$ cat src/rtl/cmp_tree_pkg.sv
package cmp_tree_pkg;

  // Two-bit code produced by a bit slice and by every merge node.
  // gt    : this span alone decides that A > B
  // defer : this span is equal; the decision belongs to lower bits
  // gt=0, defer=0 means A < B within the span.
  typedef struct packed {
    logic gt;
    logic defer;
  } cmp_code_t;

endpackage

$ cat src/rtl/cmp_bit_slice.sv
module cmp_bit_slice
  import cmp_tree_pkg::*;
(
  input  logic      a_bit,
  input  logic      b_bit,
  output cmp_code_t code
);

  always_comb begin
    code.gt    = a_bit & ~b_bit;
    code.defer = ~(a_bit ^ b_bit);
  end

endmodule

$ cat src/rtl/cmp_merge_node.sv
module cmp_merge_node
  import cmp_tree_pkg::*;
(
  input  cmp_code_t hi_code,
  input  cmp_code_t lo_code,
  output cmp_code_t out_code
);

  // The upper half decides unless it is equal; then the lower half passes.
  always_comb begin
    if (hi_code.defer) out_code = lo_code;
    else               out_code = hi_code;
  end

endmodule

$ cat src/rtl/cmp_tree_level.sv
module cmp_tree_level
  import cmp_tree_pkg::*;
#(
  parameter int IN_CNT     = 2,
  parameter bit REGISTERED = 1'b1,
  localparam int OUT_CNT   = IN_CNT / 2
) (
  input  logic                    clk,
  input  logic                    rst_n,
  input  logic                    in_valid,
  input  cmp_code_t [IN_CNT-1:0]  in_codes,
  output logic                    out_valid,
  output cmp_code_t [OUT_CNT-1:0] out_codes
);

  cmp_code_t [OUT_CNT-1:0] merged;

  for (genvar j = 0; j < OUT_CNT; j++) begin : g_node
    cmp_merge_node u_node (
      .hi_code  (in_codes[2*j+1]),
      .lo_code  (in_codes[2*j]),
      .out_code (merged[j])
    );
  end

  if (REGISTERED) begin : g_reg
    cmp_code_t [OUT_CNT-1:0] codes_q, codes_d;
    logic                    valid_q, valid_d;
    logic                    armed_q;

    // Next-state: codes load only with a valid (clock enable).
    always_comb begin
      valid_d = in_valid;
      codes_d = codes_q;
      if (in_valid) codes_d = merged;
    end

    always_ff @(posedge clk or negedge rst_n) begin
      if (!rst_n) begin
        codes_q <= '0;
        valid_q <= 1'b0;
        armed_q <= 1'b0;
      end else begin
        codes_q <= codes_d;
        valid_q <= valid_d;
        armed_q <= 1'b1;
      end
    end

    assign out_codes = codes_q;
    assign out_valid = valid_q;

    assert_stage_valid_delay_R4: assert property (
      @(posedge clk) disable iff (!rst_n)
      armed_q |-> (out_valid == $past(in_valid)));

    assert_stage_hold_R6: assert property (
      @(posedge clk) disable iff (!rst_n)
      (armed_q && !$past(in_valid)) |-> $stable(out_codes));

  end else begin : g_comb
    assign out_codes = merged;
    assign out_valid = in_valid;
  end

endmodule

$ cat src/rtl/tree_gt_cmp.sv
module tree_gt_cmp
  import cmp_tree_pkg::*;
#(
  parameter int WIDTH      = 8,
  parameter int REG_STRIDE = 1
) (
  input  logic             clk,
  input  logic             rst_n,
  input  logic             in_valid,
  input  logic [WIDTH-1:0] op_a,
  input  logic [WIDTH-1:0] op_b,
  output logic             out_valid,
  output logic             a_gt_b
);

  localparam int LEVELS = $clog2(WIDTH);
  localparam int STAGES = (LEVELS + REG_STRIDE - 1) / REG_STRIDE;
  localparam int CW     = $clog2(STAGES + 1);

  if (WIDTH < 2 || (1 << LEVELS) != WIDTH || REG_STRIDE < 1 || REG_STRIDE > 2)
  begin : g_bad_param
    $error("tree_gt_cmp: WIDTH must be a power of two >= 2, REG_STRIDE 1 or 2");
  end

  cmp_code_t [WIDTH-1:0] lvl_codes [0:LEVELS];
  logic                  lvl_valid [0:LEVELS];

  // Leaf slices.
  for (genvar i = 0; i < WIDTH; i++) begin : g_slice
    cmp_bit_slice u_slice (
      .a_bit (op_a[i]),
      .b_bit (op_b[i]),
      .code  (lvl_codes[0][i])
    );
  end
  assign lvl_valid[0] = in_valid;

  // Merge levels; a register follows every REG_STRIDE-th level and the root.
  for (genvar k = 1; k <= LEVELS; k++) begin : g_level
    localparam int  IN_CNT = WIDTH >> (k - 1);
    localparam bit  DO_REG = ((k % REG_STRIDE) == 0) || (k == LEVELS);

    cmp_tree_level #(
      .IN_CNT     (IN_CNT),
      .REGISTERED (DO_REG)
    ) u_level (
      .clk       (clk),
      .rst_n     (rst_n),
      .in_valid  (lvl_valid[k-1]),
      .in_codes  (lvl_codes[k-1][IN_CNT-1:0]),
      .out_valid (lvl_valid[k]),
      .out_codes (lvl_codes[k][IN_CNT/2-1:0])
    );

    assign lvl_codes[k][WIDTH-1:IN_CNT/2] = '0;
  end

  assign out_valid = lvl_valid[LEVELS];
  assign a_gt_b    = lvl_codes[LEVELS][0].gt;

  // Cycles since reset release, saturating at the pipeline depth.
  logic [CW-1:0] warm_d, warm_q;

  always_comb begin
    warm_d = warm_q;
    if (warm_q != CW'(STAGES)) warm_d = warm_q + 1'b1;
  end

  always_ff @(posedge clk or negedge rst_n) begin
    if (!rst_n) warm_q <= '0;
    else        warm_q <= warm_d;
  end

  assert_latency_match_R4: assert property (
    @(posedge clk) disable iff (!rst_n)
    (warm_q == CW'(STAGES)) |-> (out_valid == $past(in_valid, STAGES)));

  assert_equal_gives_zero_R2: assert property (
    @(posedge clk) disable iff (!rst_n)
    (out_valid && lvl_codes[LEVELS][0].defer) |-> !a_gt_b);

  assert_result_hold_R6: assert property (
    @(posedge clk) disable iff (!rst_n)
    !out_valid |-> $stable(a_gt_b));

  assert_reset_clear_R7: assert property (
    @(posedge clk) disable iff (!rst_n)
    (warm_q == '0) |-> (!out_valid && !a_gt_b));

endmodule

$ cat config.mk
export PLATFORM = sky130hd
export DESIGN_NAME = tree_gt_cmp
export DESIGN_NICKNAME = d
export VERILOG_FILES = /design/src/rtl/cmp_tree_pkg.sv /design/src/rtl/cmp_bit_slice.sv /design/src/rtl/cmp_merge_node.sv /design/src/rtl/cmp_tree_level.sv /design/src/rtl/tree_gt_cmp.sv
export SDC_FILE = /design/constraint.sdc
export NUM_CORES = 1
export LEC_CHECK = 0
export ABC_AREA = 1
export BUFFER_PORTS_ARGS = -buffer_cell sky130_fd_sc_hd__buf_4
export CAP_MARGIN = 30
export CORE_MARGIN = 3
export CORE_UTILIZATION = 44
export CTS_CLUSTER_DIAMETER = 30
export DETAILED_ROUTE_END_ITERATION = 8
export PLACE_DENSITY = 0.81
export SYNTH_ARGS = -nofsm -noshare
export SYNTH_HDL_FRONTEND = slang
export SYNTH_SLANG_ARGS = --single-unit
$ cat constraint.sdc
create_clock -name clk -period 0.8 [get_ports clk]
set_input_delay 0.12 -clock clk [delete_from_list [all_inputs] [get_ports clk]]
set_output_delay 0.12 -clock clk [all_outputs]
set_load 0.02 [all_outputs]
==> impl_metrics.env <==
export IMPL_synth_seq_area_share_pct=48.0
export IMPL_clkTransAtPathRegs_ns=0.08
export IMPL_clk_latency_ns=0.28
export IMPL_end_kind="output pin"
export IMPL_numCtsBuffers=3
export IMPL_die_w_um=46.7
export IMPL_dieArea_um2=2180
export IMPL_wl_um=1340
export IMPL_area_delta_synth_final_pct=32.6
export IMPL_antenna_found_initial=0
export IMPL_overflow=0
export IMPL_netlist_area_um2=729
export IMPL_vias=598
export IMPL_fin_cells=126
export IMPL_ys_seq_elements=14
export IMPL_path_buf_inv=1
export IMPL_tightest_slew_ns=0.179
export IMPL_slew_viol_final=0
export IMPL_clock_skew_ns=0.00127
export IMPL_finalNetCount=137
export IMPL_min_period_ns=0.929
export IMPL_slew_headroom_pct=88.1
export IMPL_die_h_um=46.7
export IMPL_setup_tns_ns=-0.234
export IMPL_yosys_warnings=0
export IMPL_h_tree_depth=1
export IMPL_insertedDiodeCount=0
export IMPL_synth_top_area_share_pct=48.0
export IMPL_cts_tree="yes"
export IMPL_worstPathArrival_ns=0.81
export IMPL_avgRoutedWirePerCell_um=10.7
export IMPL_peakVddDrop_uv=748
export IMPL_final_setup_viol_count=2
export IMPL_place_inst=119
export IMPL_gp_congestion=0.708
export IMPL_cap_violations=0
export IMPL_worst_path_max_delay_cell="dfrtp_1"
export IMPL_violations="negative setup slack"
export IMPL_p_leak_nw=0.548
export IMPL_max_stage_delay_ns=0.40
export IMPL_crit_type="flip-flop to output pin"
export IMPL_ios=21
export IMPL_grt_pass1_wl_um=2100
export IMPL_crit_path_max_fanout=2
export IMPL_layout_drive_gt1_share_pct=35.5
export IMPL_hold_viol=0
export IMPL_ys_types=11
export IMPL_yosysTopAreaCell="dfrtp_1"
export IMPL_path_cells="buf_6"
export IMPL_coreArea_um2=1540
export IMPL_rows=14
export IMPL_synthTopCellsByArea="dfrtp_1 (48%), ha_1 (12%), inv_1 (11%)"
export IMPL_power_density_nw_per_um2=1820
export IMPL_fin_crit_sh_pct=116
export IMPL_cts_sinks=14
export IMPL_fin_ws_ns=-0.129
export IMPL_viasPerCell=4.75
export IMPL_hp_class="input port to flip-flop"
export IMPL_clockBufferDepth=2
export IMPL_initialDrtViolationCount=7
export IMPL_cp_start_kind="flip-flop"
export IMPL_cts_root_buf="clkbuf_4"
export IMPL_drc=0
export IMPL_first_pass_iters=4
export IMPL_hold_ws_ns=0.0515
export IMPL_synth_nets=110
export IMPL_grt_pass1_vias=535
export IMPL_hpwl_um=1040
export IMPL_grt_max_degree=15
export IMPL_start_util_pct=47.3
export IMPL_path_delay_family="flip-flops"
export IMPL_numPortBuffers=20
export IMPL_grt_usage_pct=13.8
export IMPL_ant_nets=0
export IMPL_status="finished, violations left"
export IMPL_fmax_ghz=1.08
export IMPL_synthesis_area_per_instance_um2=8.68
export IMPL_rsz0062_at_grt="true"
export IMPL_worstPathRequired_ns=0.68
export IMPL_syn_inst=84
[metal layers]
metal / vias up / track usage, % / share of wire (%)
met2: 15 / 23.1 / 53
met4: 0 / 6.63 / 1.5
met3: 4 / 3.52 / 5.1
met5: - / 0 / 0
met1: 270 / 16.6 / 40
li1: 309 / - / -
[cells by family (layout without fill, tap and decap cells)]
kind of cell / count (synthesis) / count (layout) / synth area share [%]
AND/OR/NAND/NOR: 27 / 27 / 15.3
AO/OA/AOI/OAI: 12 / 12 / 11.3
flip-flops: 14 / 14 / 48.0
adder cells (fa/ha/maj): 7 / 7 / 12.0
buffers and inverters: 24 / 50 / 13.4
[per-stage QoR]
step	utilization [%]	instance area, um2	power (W)	setup slack [ns]
5_1_grt	62.7	967	0.00187	-0.162
3_3_place_gp	57.6	888	0.00118	-0.105
6_report	62.7	967	0.00176	-0.129
2_1_floorplan	-	729	0.00106	0.0263
4_1_cts	61.1	942	0.00173	-0.142
3_5_place_dp	57.6	888	0.00121	-0.109
[path summary, 6_finish.rpt]
kind                       cells after the start                                     endpoint                                   startpoint  slack, ns
hold / removal                                 1       g_level[1].u_level.out_valid$_DFF_PN0_                                     in_valid       0.05
max in group asynchronous                      2       g_level[1].u_level.out_valid$_DFF_PN0_                                        rst_n       0.40
setup reg to reg                               4  g_level[2].u_level.out_codes[3]$_DFFE_PN0P_  g_level[1].u_level.out_codes[6]$_DFFE_PN0P_       0.03
min in group asynchronous                      2  g_level[3].u_level.out_codes[1]$_DFFE_PN0P_                                        rst_n       0.22
setup / recovery                               1                                       a_gt_b  g_level[3].u_level.out_codes[1]$_DFFE_PN0P_      -0.13
hold reg to reg                                0       g_level[3].u_level.out_valid$_DFF_PN0_       g_level[2].u_level.out_valid$_DFF_PN0_       0.41
[where the power goes]
group	switching (W)	internal, W	leakage (nW)
Combinational	0.000198	0.000207	0.352
Clock	0.000229	0.000277	0.0210
Sequential	0.0000543	0.000793	0.175
[repair_timing]
item | in CTS | in global routing
hold endpoints to repair | 14 | 0
pin swaps | 0 | 1
setup endpoints to repair | 4 | 5
hold buffers | 1 | 0
setup buffers | 0 | 2
resized for setup | 4 | 7
[registers in the layout (all words and copies together) (netlist names)]
register / cells
g_level.u_level.out_codes: 11
g_level.u_level.out_valid: 3
[area by class of cell]
type                            instances  area (um2)
Clock buffer                            4        36.3
Multi-Input combinational cell         46         290
Fill cell                             132         574
Timing Repair Buffer                   23         183
Tap cell                               16        20.0
Inverter                               23        86.3
Sequential cell                        14         352
[cell usage in the layout, fill, tap and decap left out]
cell and count:
inv_1 19, o21ai_0 2, nand2_1 16, dfrtp_2 1, o21ai_2 7, nand3_1 7
dfrtp_1 13, nor2_1 3, buf_4 20, inv_2 4, buf_6 2, dlygate4sd3_1 1
clkbuf_4 3, clkbuf_8 1, ha_1 7, o21ai_1 3, nand3_2 1
[synthesized netlist by cell type]
| master | n |
|---|---|
| o21ai_0 | 5 |
| buf_6 | 1 |
| inv_1 | 22 |
| dfrtp_1 | 14 |
| nand2_1 | 16 |
| ha_1 | 7 |
| nand3_1 | 8 |
| o21ai_1 | 1 |
| nor2_1 | 3 |
| inv_2 | 1 |
| o21ai_2 | 6 |
Note: power is estimated with default switching activity, not from simulation.
